**src/rtl/sflag_alu_pkg.sv**
```systemverilog
package sflag_alu_pkg;
    parameter int unsigned OP_W   = 4;
    parameter int unsigned FUNC_W = 3;
    localparam int unsigned RES_W = OP_W + 1;

    typedef enum logic [FUNC_W-1:0] {
        FN_ADD = 3'b000,
        FN_SUB = 3'b001,
        FN_DBL = 3'b010,
        FN_AND = 3'b011,
        FN_OR  = 3'b100,
        FN_XOR = 3'b101
    } alu_fn_e;

    typedef struct packed {
        logic [RES_W-1:0] value;
        logic             carry;
        logic             neg;
        logic             ovf;
    } alu_out_t;
endpackage

```
**src/rtl/sflag_arith.sv**
```systemverilog
module sflag_arith
    import sflag_alu_pkg::*;
#(
    parameter int unsigned W = OP_W
) (
    input  logic [W-1:0] a_i,
    input  logic [W-1:0] b_i,
    output logic [W:0]   sum_o,
    output logic [W:0]   diff_o,
    output logic [W:0]   dbl_o,
    output logic         borrow_o
);
    logic [W:0] a_ext;
    logic [W:0] b_ext;

    always_comb begin
        a_ext    = {1'b0, a_i};
        b_ext    = {1'b0, b_i};
        sum_o    = a_ext + b_ext;
        diff_o   = a_ext - b_ext;
        dbl_o    = a_ext + a_ext;
        borrow_o = (b_i > a_i);
    end
endmodule

```
**src/rtl/sflag_bitops.sv**
```systemverilog
module sflag_bitops
    import sflag_alu_pkg::*;
#(
    parameter int unsigned W = OP_W
) (
    input  logic [W-1:0] a_i,
    input  logic [W-1:0] b_i,
    output logic [W:0]   and_o,
    output logic [W:0]   or_o,
    output logic [W:0]   xor_o
);
    // The top bit comes from the zero extension, so it is always 0.
    assign and_o[W] = 1'b0;
    assign or_o[W]  = 1'b0;
    assign xor_o[W] = 1'b0;

    for (genvar i = 0; i < W; i++) begin : g_bit
        assign and_o[i] = a_i[i] & b_i[i];
        assign or_o[i]  = a_i[i] | b_i[i];
        assign xor_o[i] = a_i[i] ^ b_i[i];
    end
endmodule

```
**src/rtl/sflag_alu.sv**
```systemverilog
module sflag_alu
    import sflag_alu_pkg::*;
(
    input  logic [OP_W-1:0]   opa_i,
    input  logic [OP_W-1:0]   opb_i,
    input  logic [FUNC_W-1:0] func_i,
    output logic [RES_W-1:0]  result_o,
    output logic              carry_o,
    output logic              neg_o,
    output logic              ovf_o
);
    logic [RES_W-1:0] sum_w, diff_w, dbl_w, and_w, or_w, xor_w;
    logic             borrow_w;
    alu_out_t         sel;

    sflag_arith #(.W(OP_W)) arith_i (
        .a_i      (opa_i),
        .b_i      (opb_i),
        .sum_o    (sum_w),
        .diff_o   (diff_w),
        .dbl_o    (dbl_w),
        .borrow_o (borrow_w)
    );

    sflag_bitops #(.W(OP_W)) bitops_i (
        .a_i   (opa_i),
        .b_i   (opb_i),
        .and_o (and_w),
        .or_o  (or_w),
        .xor_o (xor_w)
    );

    always_comb begin
        sel = '{value: '1, carry: 1'b0, neg: 1'b0, ovf: 1'b0};
        unique case (alu_fn_e'(func_i))
            FN_ADD: begin
                sel.value = sum_w;
                sel.carry = sum_w[RES_W-1];
            end
            FN_SUB: begin
                sel.value = diff_w;
                sel.neg   = borrow_w;
                sel.ovf   = borrow_w;
            end
            FN_DBL: begin
                sel.value = dbl_w;
                sel.carry = dbl_w[RES_W-1];
            end
            FN_AND:  sel.value = and_w;
            FN_OR:   sel.value = or_w;
            FN_XOR:  sel.value = xor_w;
            default: sel.value = '1;
        endcase
    end

    assign result_o = sel.value;
    assign carry_o  = sel.carry;
    assign neg_o    = sel.neg;
    assign ovf_o    = sel.ovf;
endmodule

```
**config.mk**
```make
export PLATFORM = sky130hd
export DESIGN_NAME = sflag_alu
export DESIGN_NICKNAME = d
export VERILOG_FILES = /design/src/rtl/sflag_alu_pkg.sv /design/src/rtl/sflag_arith.sv /design/src/rtl/sflag_bitops.sv /design/src/rtl/sflag_alu.sv
export SDC_FILE = /design/constraint.sdc
export NUM_CORES = 1
export LEC_CHECK = 0
export CAP_MARGIN = 20
export CORE_AREA = 4 4 43 45
export DETAILED_ROUTE_END_ITERATION = 7
export DIE_AREA = 0 0 47 49
export DONT_BUFFER_PORTS = 1
export PLACE_DENSITY = 0.63
export SYNTH_ARGS = -nofsm -noshare
export SYNTH_HDL_FRONTEND = slang
export SYNTH_SLANG_ARGS = --single-unit
```
**constraint.sdc**
```tcl
create_clock -name vclk -period 3.85
set_input_delay 0.5775 -clock vclk [all_inputs]
set_output_delay 0.5775 -clock vclk [all_outputs]
set_load 0.1 [all_outputs]
```
==> results of run 1 <==
[metal layers]
metal | vias up | wire, um | GRT usage [%]
met4 | 0 | 0 | 0.922
li1 | 274 | - | -
met3 | 0 | 55 | 0.738
met1 | 224 | 559 | 13.6
met2 | 11 | 575 | 18.6
met5 | - | 0 | 0
[through the flow]
step	hold slack, ns	setup WS [ns]	util, %	cell area (um2)
floorplan	1.34	0.106	-	582
global placement	1.42	1.17	45.7	673
detailed placement	1.42	1.13	45.7	673
CTS	1.42	1.12	45.7	673
global route	1.42	1.05	45.7	673
finish	1.42	1.13	45.7	673
[power breakdown]
| part | internal (mW) | switching (mW) | total (mW) | leakage (nW) |
|---|---|---|---|---|
| registers | 0 | 0 | 0 | 0 |
| logic | 0.0457 | 0.0879 | 0.134 | 0.317 |
| clock network | 0 | 0 | 0 | 0 |
| total | 0.0457 | 0.0879 | 0.134 | 0.317 |
[synth_stat cells]
cell / n
buf_2: 1
o21ai_0: 6
o21a_1: 1
inv_1: 12
or2_2: 1
buf_4: 2
nor3_1: 1
a211oi_1: 2
nor4_1: 1
nand2_1: 3
nand3_1: 1
fa_1: 2
clkbuf_1: 1
o211ai_1: 2
a21oi_2: 1
a31oi_1: 1
xor2_1: 1
a22o_1: 1
a221oi_2: 1
o22ai_1: 1
o21bai_1: 2
a221o_1: 1
mux2i_1: 2
or3_1: 1
buf_6: 1
nor2_1: 4
a21oi_1: 3
a31o_1: 1
nor2b_1: 3
o21ai_1: 1
nand2b_1: 1
a221oi_1: 2
a22oi_1: 1
ha_1: 12
[final cells by class]
type,instances,area [um2]
fillers,154,798
inverters,12,45.0
multi-input cells,60,508
well taps,16,20.0
repair buffers,7,100
[cell families after synthesis]
group	synth area share [%]
AOI/OAI and AO/OA	33.6
xor gates and xnor gates	1.54
adders and majority gates	33.3
buffers and inverters	14.0
muxes	3.51
and+or+nand+nor	14.0
[path summary, 6_finish.rpt]
| kind | startpoint | endpoint | cells after the start |
|---|---|---|---|
| max | opa_i[0] | result_o[1] | 8 |
| min | func_i[1] | carry_o | 2 |
==> flow_metrics.py, run 1 <==
metrics = {
    "route": {
        "antenna_left": 0,
        "num_vias": 509,
        "wl_per_cell_um": 12.5,
        "drt-initial-drc-count": 1,
        "postRouteWirelength_um": 1190,
        "drcViolationCount": 0,
        "vias_per_cell": 5.36,
        "first_pass_iters": 4,
    },
    "outcome": {
        "status": "finished, final reports clean",
    },
    "sta": {
        "rsz0062_at_grt": "false",
        "max_freq_mhz": 368,
        "fin_crit_sh_pct": 70.5,
        "setup-tns-final_ns": 0,
        "slew_viol_final": 0,
        "maxSlewHeadroom_pct": 64.0,
        "setup_viol": 0,
        "worst_slew_pin_slew_ns": 0.544,
        "finalCriticalPeriod_ns": 2.72,
        "hold_viol": 0,
    },
    "critical_path": {
        "crit_chain": "ha_1 > inv_1 > fa_1 > nor2b_1 > a211oi_1 > a21oi_1 > o211ai_1 > clkbuf_16",
        "worstPathArrival_ns": 2.14,
        "crit_required_ns": 3.27,
        "crit_path_max_incr_delay_ns": 0.39,
        "cp.buffers_inverters": 2,
        "setup.worst_path.start_class": "primary input",
        "crit_type": "in2out",
        "crit_family": "adder cells",
        "cp-end-kind": "output pin",
        "slowest_stage": "fa_1",
        "cp_max_fo": 3,
    },
    "flow_run": {
        "cap_violations": 0,
    },
    "final_layout": {
        "nets": 106,
        "design.seq.count": 0,
        "clock_buffers": 0,
        "instances_no_fill": 95,
        "ff_latch_area_um2": 0,
        "syn_to_final_growth_pct": 18.0,
        "layout-drive-gt1-share_pct": 15.2,
        "layout_common_cells": "12 x inv_1, 12 x ha_1, 6 x o21ai_0, 4 x nor2_1, 4 x buf_4",
        "antennaDiodeCount": 0,
    },
    "global_route": {
        "grt_pass1_vias": 486,
        "grt_antenna_before_repair": 0,
        "gr-usage-all-layers_pct": 10.4,
        "grt_max_degree": 17,
        "grt_pass1_wl_um": 1950,
        "gr-total-overflow": 0,
    },
    "synthesis": {
        "yosysTopAreaCellShare_pct": 26.3,
        "syn_area_per_cell_um2": 7.41,
        "synth_area_leader_cell": "ha_1",
        "synth_cell_types": 34,
        "yosys_warnings": 0,
        "synthTopCellsByArea": "ha_1 26%, inv_1 7.9%, fa_1 7.0%",
        "netlist_instances": 77,
        "syn_nets": 102,
        "netlist_area_um2": 571,
        "yosysSeqAreaShare_pct": 0,
    },
    "placement": {
        "io_buffers": 0,
        "dp_hpwl_um": 998,
        "dp_cells": 95,
        "gp_congestion": 0.736,
    },
    "die": {
        "die_area_mm2": 0.00230,
        "io_pins": 19,
        "die-width_um": 47,
        "die_h_um": 49,
        "coreArea_mm2": 0.00147,
        "rows": 14,
        "start_util_pct": 38.8,
    },
    "clocking": {
        "cts_resized": 0,
        "cts_hold_buf": 0,
        "postCtsSetupBuffers": 0,
    },
    "pwr": {
        "report.power.total_uw": 134,
        "power.leakage_nw": 0.317,
        "p_per_area_mw_per_mm2": 199,
        "ir_worst_vdd_uv": 79.5,
    },
    "min_path": {
        "hold_class": "in2out",
    },
}
No activity file was read; power rests on OpenSTA's default activity.
==> run 2: changes to the inputs <==
- PLACE_DENSITY: 0.63 -> 0.65
- clock period: 3.85 -> 2.4 ns (I/O delays scaled with it)
==> run 2 against run 1 <==
Combinational power rose by 75%. Setup slack got worse by 0.89 ns. First-iteration DRC count increased to 4.0 times the previous value. Die area unchanged. Critical endpoint unchanged. Largest cell class unchanged.
==> flow_metrics.py, run 2 (synthesis results as in run 1) <==
metrics = {
    "critical_path": {
        "crit_required_ns": 2.04,
        "crit_start": "opa_i[0]",
        "worstPathArrival_ns": 1.80,
        "crit_end": "result_o[1]",
        "cp_max_fo": 3,
        "setup.worst_path.start_class": "primary input",
        "crit_type": "in2out",
        "cp-end-kind": "output pin",
    },
    "global_route": {
        "met2_usage_pct": 23.3,
        "grt_antenna_before_repair": 0,
        "grt_pass1_wl_um": 2260,
        "grt_pass1_vias": 543,
        "gr-usage-all-layers_pct": 12.4,
        "gr-total-overflow": 0,
        "busiest_layer": "met2",
        "grt_max_degree": 17,
        "grt_use_met3_pct": 0.738,
        "met1_usage_pct": 15.1,
    },
    "final_layout": {
        "nets": 106,
        "stdcell_area_um2": 752,
        "clock_buffers": 0,
        "antennaDiodeCount": 0,
        "nFillCells": 135,
        "layout-drive-gt1-share_pct": 22.8,
        "design.seq.count": 0,
        "ff_latch_area_um2": 0,
        "final_common_cell": "ha_1",
        "fin_util_pct": 51.1,
        "layout_common_cells": "10 x ha_1, 9 x inv_1, 6 x o21ai_0, 4 x nor2_1, 4 x buf_12",
        "syn_to_final_growth_pct": 31.8,
    },
    "die": {
        "coreArea_mm2": 0.00147,
        "die_h_um": 49,
        "rows": 14,
        "start_util_pct": 38.8,
        "die-width_um": 47,
        "io_pins": 19,
        "die_area_mm2": 0.00230,
    },
    "sta": {
        "hold_viol": 0,
        "slew_viol_final": 0,
        "fin_crit_sh_pct": 90.0,
        "max_freq_mhz": 463,
        "worst_slew_pin_slew_ns": 0.385,
        "timing.hold.ws_ns": 0.983,
        "setup_viol": 0,
        "maxSlewHeadroom_pct": 74.1,
        "rsz0062_at_grt": "false",
        "finalCriticalPeriod_ns": 2.16,
    },
    "pwr": {
        "ir_worst_vdd_uv": 193,
        "p_per_area_mw_per_mm2": 313,
        "power.leakage_nw": 0.331,
        "report.power.total_uw": 235,
    },
    "route": {
        "first_pass_iters": 4,
        "vias_per_cell": 5.80,
        "postRouteWirelength_um": 1310,
        "drcViolationCount": 0,
        "drt-initial-drc-count": 4,
        "wl_per_cell_um": 13.8,
        "antenna_left": 0,
        "num_vias": 551,
    },
    "clocking": {
        "cts_hold_buf": 0,
        "cts_resized": 0,
        "postCtsSetupBuffers": 0,
    },
    "flow_run": {
        "cap_violations": 0,
    },
    "placement": {
        "dp_hpwl_um": 1100,
        "placed_cell_area_um2": 752,
        "io_buffers": 0,
        "gp_congestion": 0.743,
    },
    "outcome": {
        "status": "finished, final reports clean",
    },
    "min_path": {
        "min_from": "func_i[1]",
        "hold_class": "in2out",
    },
}
run 2: cell counts in the layout (fill, tap and decap cells not counted):
No cell type changed its count.
run 2: final cells by class:
type	count	area (um2)	share of cell area [%]
multi-input cells	60	534	71.0
inverters	12	60.1	7.99
well taps	16	20.0	2.66
repair buffers	7	138	18.3
run 2: worst min-delay path by stage:
stage | end | slack [ns] | cells past startpoint
after global placement | carry_o | 0.98 | 2
after global routing | carry_o | 0.99 | 2
final | carry_o | 0.98 | 2
after CTS | carry_o | 0.98 | 2
after detailed placement | carry_o | 0.98 | 2
after floorplan | carry_o | 0.91 | 1
run 2: routing by layer:
| metal | vias up | part of all wire (%) |
|---|---|---|
| li1 | 279 | - |
| met1 | 257 | 41 |
| met2 | 13 | 52 |
| met3 | 2 | 5.0 |
| met4 | 0 | 1.2 |
| met5 | - | 0 |
run 2: power by group:
group | internal [mW] | switching, mW
clock | 0 | 0
combinational | 0.0890 | 0.146
sequential | 0 | 0
total | 0.0890 | 0.146
run 2: critical path, cell delays in order:
cell       delay, ns
ha_4            0.15
inv_2           0.05
fa_1            0.38
nor2b_1         0.13
a211oi_1        0.17
a21oi_1         0.06
o211ai_1        0.24
clkbuf_16       0.25
run 2: metrics by stage:
stage	worst slack (ns)	TNS, ns	std cells
final	0.241	0	95
after global placement	0.238	0	95
after detailed placement	0.222	0	95
after floorplan	-0.715	-1.54	77
after global routing	0.151	0	95
after CTS	0.219	0	95
